$ cat src/rtl/i2c_port_expander16.sv
module i2c_port_expander16 #(
  parameter int          SYNC_STAGES = 2,
  parameter logic [3:0]  ADDR_PREFIX = 4'b0100,
  parameter logic [15:0] OUT_RESET   = 16'hFFFF
) (
  input  logic        clk,
  input  logic        rst_n,
  input  logic        scl_in,
  input  logic        sda_in,
  output logic        sda_drive_low,
  input  logic [2:0]  strap_addr,
  input  logic [15:0] port_in,
  output logic [15:0] port_out,
  output logic        int_n
);

  localparam int CW = 4;
  localparam logic [CW-1:0] BYTE_BITS = CW'(8);

  typedef enum logic [2:0] {
    S_IDLE, S_ADDR, S_ADDR_ACK, S_WR, S_WR_ACK, S_RD, S_RD_ACK
  } state_t;

  logic [SYNC_STAGES-1:0] scl_sh, sda_sh;
  logic scl_s, sda_s, scl_d, sda_d;
  logic scl_rise, scl_fall, bus_start, bus_stop;

  state_t        st;
  logic [CW-1:0] cnt;
  logic [7:0]    shreg, tx;
  logic          hi_sel, rw, m_ack;
  logic [15:0]   pin_q, ref_q;

  always_ff @(posedge clk or negedge rst_n) begin
    if (!rst_n) begin
      scl_sh <= '1;
      sda_sh <= '1;
      scl_d  <= 1'b1;
      sda_d  <= 1'b1;
    end else begin
      scl_sh <= {scl_sh[SYNC_STAGES-2:0], scl_in};
      sda_sh <= {sda_sh[SYNC_STAGES-2:0], sda_in};
      scl_d  <= scl_s;
      sda_d  <= sda_s;
    end
  end

  assign scl_s     = scl_sh[SYNC_STAGES-1];
  assign sda_s     = sda_sh[SYNC_STAGES-1];
  assign scl_rise  = scl_s & ~scl_d;
  assign scl_fall  = ~scl_s & scl_d;
  assign bus_start = scl_s & scl_d & sda_d & ~sda_s;
  assign bus_stop  = scl_s & scl_d & ~sda_d & sda_s;

  always_ff @(posedge clk or negedge rst_n) begin
    if (!rst_n) begin
      st       <= S_IDLE;
      cnt      <= '0;
      shreg    <= '0;
      tx       <= '1;
      hi_sel   <= 1'b0;
      rw       <= 1'b0;
      m_ack    <= 1'b0;
      pin_q    <= '1;
      ref_q    <= '1;
      port_out <= OUT_RESET;
      int_n    <= 1'b1;
    end else begin
      pin_q <= port_in;
      int_n <= (pin_q == ref_q);
      if (bus_start) begin
        st     <= S_ADDR;
        cnt    <= '0;
        hi_sel <= 1'b0;
      end else if (bus_stop) begin
        st <= S_IDLE;
      end else begin
        case (st)
          S_ADDR, S_WR: begin
            if (scl_rise) begin
              shreg <= {shreg[6:0], sda_s};
              cnt   <= cnt + 1'b1;
            end else if (scl_fall && cnt == BYTE_BITS) begin
              if (st == S_ADDR) begin
                if (shreg[7:1] == {ADDR_PREFIX, strap_addr}) begin
                  st <= S_ADDR_ACK;
                  rw <= shreg[0];
                end else begin
                  st <= S_IDLE;
                end
              end else begin
                st    <= S_WR_ACK;
                ref_q <= pin_q;
                if (hi_sel) port_out[15:8] <= shreg;
                else        port_out[7:0]  <= shreg;
              end
            end
          end
          S_ADDR_ACK: begin
            if (scl_fall) begin
              cnt    <= '0;
              hi_sel <= 1'b0;
              if (rw) begin
                st    <= S_RD;
                tx    <= pin_q[7:0];
                ref_q <= pin_q;
              end else begin
                st <= S_WR;
              end
            end
          end
          S_WR_ACK: begin
            if (scl_fall) begin
              st     <= S_WR;
              cnt    <= '0;
              hi_sel <= ~hi_sel;
            end
          end
          S_RD: begin
            if (scl_rise) begin
              cnt <= cnt + 1'b1;
            end else if (scl_fall) begin
              if (cnt == BYTE_BITS) st <= S_RD_ACK;
              else                  tx <= {tx[6:0], 1'b1};
            end
          end
          S_RD_ACK: begin
            if (scl_rise) begin
              m_ack <= ~sda_s;
            end else if (scl_fall) begin
              if (m_ack) begin
                st     <= S_RD;
                cnt    <= '0;
                hi_sel <= ~hi_sel;
                tx     <= hi_sel ? pin_q[7:0] : pin_q[15:8];
                ref_q  <= pin_q;
              end else begin
                st <= S_IDLE;
              end
            end
          end
          default: st <= S_IDLE;
        endcase
      end
    end
  end

  assign sda_drive_low = (st == S_ADDR_ACK) | (st == S_WR_ACK) |
                         ((st == S_RD) & ~tx[7]);

endmodule


$ cat config.mk
export PLATFORM = sky130hd
export DESIGN_NAME = i2c_port_expander16
export DESIGN_NICKNAME = d
export VERILOG_FILES = /design/src/rtl/i2c_port_expander16.sv
export SDC_FILE = /design/constraint.sdc
export NUM_CORES = 1
export LEC_CHECK = 0
export ABC_AREA = 1
export BUFFER_PORTS_ARGS = -buffer_cell sky130_fd_sc_hd__buf_2
export CORE_MARGIN = 2
export CORE_UTILIZATION = 52
export DETAILED_ROUTE_END_ITERATION = 16
export GPL_TIMING_DRIVEN = 0
export HOLD_SLACK_MARGIN = 0.05
export PLACE_DENSITY = 0.7
export SKIP_CTS_REPAIR_TIMING = 1
export SKIP_LAST_GASP = 1
export SYNTH_ARGS = -nofsm -noshare
export SYNTH_HDL_FRONTEND = slang
export SYNTH_SLANG_ARGS = --single-unit
$ cat constraint.sdc
create_clock -name clk -period 2.35 [get_ports clk]
set_input_delay 0.235 -clock clk [delete_from_list [all_inputs] [get_ports clk]]
set_output_delay 0.235 -clock clk [all_outputs]
set_load 0.005 [all_outputs]
==> run metrics <==
TNS Setup=0 ps; # diodes=0; Synth cell types=35; Worst Tran Pin Value=381 ps; Clk pin slew, worst setup/hold paths=around 80 ps; most frequent cells in the layout=135 x nand2_1, 63 x dfstp_2, 53 x nand3_1, 43 x buf_2, 35 x inv_1; Tmin final=about 1900 ps; FF-to-FF setup slack=420 ps; met2 Usage GRT=between 30% and 40%; Vias=roughly 3000; DIE AREA=0.00810 mm²; grt ovf=0; CTS max path bufs=2; CTS tree=built; GPL Wtd Cong=0.870; Inserted Clock Buffers=9; Detailed Route WL=8.47 mm; Pre-antenna DRT Iters=5; pin count of the biggest net entering global routing=57; count of final hold-check violations=0; vias per cell=5.08; Final Max Tran Viols=0; count of input and output buffers=40; CTS sink cnt=81; Placed Instance Area=0.00420 mm²; Final #Nets=around 530; Synth Warn #=0; WS Path Type=reg2reg; HPWL after DPL=approximately 5.8 mm; Final Cycle Share=82.0%; Final setup viols=0; asr flop ratio synth=100%; share of layout cells above drive strength 1=30.2%; power density cells=733 mW/mm²; Worst Reg-to-Reg Cells=9; Reg-to-Reg Start=cnt[0]; initial antenna violation count=0; Layout area overhead=19.5%; Max-Cap Viols=0; FF-to-FF End=ref_q[3]; RSZ-0062 raised after global routing=false; first-pass GRT wire length=roughly 14 mm; Max VDD drop=0.000430 V; f_max=between 500 and 600 MHz; Setup crit end kind=register; grt peak-use layer=met2; Residual DRC=0; die extent in y=90.0 µm; core area=0.00721 mm²; M3 GR Usage=6.29%; Area contributors post-synth=dfstp_2 43%, nand2_1 13%, dfrtp_1 12%; CP Launch Type=register; top_reg_cell synth=dfstp_2; GRT Util Overall=21.6%; met1 Resource Use GR=26.8%; worst-skew pair later-pin latency=350 ps; CP Data Arrival Time=2220 ps; multi-input logic area=0.00154 mm²; DR WL/cell=14.0 µm; most common cell after layout, fill and taps aside=nand2_1; Initial DRC Count=175; Synth Register Bits=81; sequential share of the synthesized area=54.7%; Max FO, Critical Path=10; number of global-route vias before repair=2963; antenna-violating nets left=0; mean post-synth cell area=roughly 8.9 µm²; Final Hold Slack=roughly 340 ps; P_leak=2.16 nW; cell taking the most area after synthesis=dfstp_2; register area=0.00211 mm²; CP Data Required Time=2650 ps; post-synthesis cell count=approximately 430; Initial Util=between 50% and 60%; Die X=about 90 µm; Rel. slew slack=74.6%; fin area=between 0.004 and 0.005 mm²; H-tree depth=3; Syn Nets=around 460; post-synth top area share=43.0%; I/O pin total=41; Mapped Area=just under 0.004 mm²; root buf cell=clkbuf_8; number of core rows=31; Hold Crit Class=in2async; status=completed; EDFF count, synth=0; Setup Skew=roughly 5.4 ps; Fillers=596
==> logic make-up (layout without fill, tap and decap cells) <==
group	after synthesis	count (layout)	synth area share, %
flops	81	81	54.7
buf+inv	47	123	5.17
fa+ha+maj	2	2	0.650
simple gates	237	237	28.8
xor+xnor	15	15	3.41
compound gates	49	49	7.22
==> metrics by stage <==
step                setup slack (ps)  total power, mW  util (%)  cells
floorplan                        828             2.18         -    431
global placement                 473             2.29      57.8    570
detailed placement               448             2.33      58.2    571
CTS                              417             3.38      61.1    587
global route                     219             3.56      63.7    606
finish                           423             3.37      63.7    606
==> area by class of cell <==
type	count	area share (%)
flip-flops and latches	81	45.8
repair buffers	60	9.15
well taps	99	2.69
inverters	39	3.24
plain buffers	8	1.09
clock inverters	5	1.39
multi-input cells	303	33.6
clock buffers	11	3.08
==> cell usage after synthesis, types with 4 or more instances <==
master / number
a21oi_1: 4
buf_2: 4
dfrtp_1: 18
dfstp_2: 63
inv_1: 35
nand2_1: 135
nand2_4: 4
nand3_1: 53
nor2_1: 21
nor2_4: 4
nor3_1: 5
o21ai_0: 20
o21ai_1: 17
xnor2_1: 6
xor2_1: 9
==> state kept, by name, indices dropped and copies added (netlist names), 2 cells and up <==
| register | cells |
|---|---|
| ref_q | 16 |
| shreg | 8 |
| st | 3 |
| cnt | 4 |
| pin_q | 16 |
| tx | 8 |
| scl_sh | 2 |
| sda_sh | 2 |
| port_out | 16 |
==> worst max-delay path, stage by stage (launching register included) <==
cell,delay [ps]
dfrtp_1,430
inv_1,90
ha_1,140
nand2_1,50
nor2_1,140
nand2_1,160
a21oi_2,350
buf_2,310
nand3_1,110
nand2_1,80
==> power breakdown <==
group / switching [mW] / internal (mW) / total (mW)
Combinational: 0.242 / 0.203 / 0.445
Clock: 0.514 / 0.528 / 1.04
Sequential: 0.142 / 1.74 / 1.88
==> worst max-delay path by stage <==
stage               depth (start not counted)  slack [ps]         to  startpoint
detailed placement                          9         450   ref_q[3]      cnt[0]
global route                                9         220  ref_q[13]      cnt[0]
global placement                            1         470   shreg[6]       rst_n
finish                                      9         420   ref_q[3]      cnt[0]
floorplan                                   9         830  ref_q[10]      cnt[0]
CTS                                         9         420   ref_q[3]      cnt[0]
==> layer usage <==
metal,share of wire (%),vias to the layer above,wire length [µm]
li1,-,1535,-
met1,44,1462,3740
met2,51,69,4280
met3,3.9,14,332
met4,1.4,0,118
met5,0,-,0
Power figures use the tool's default switching activity.
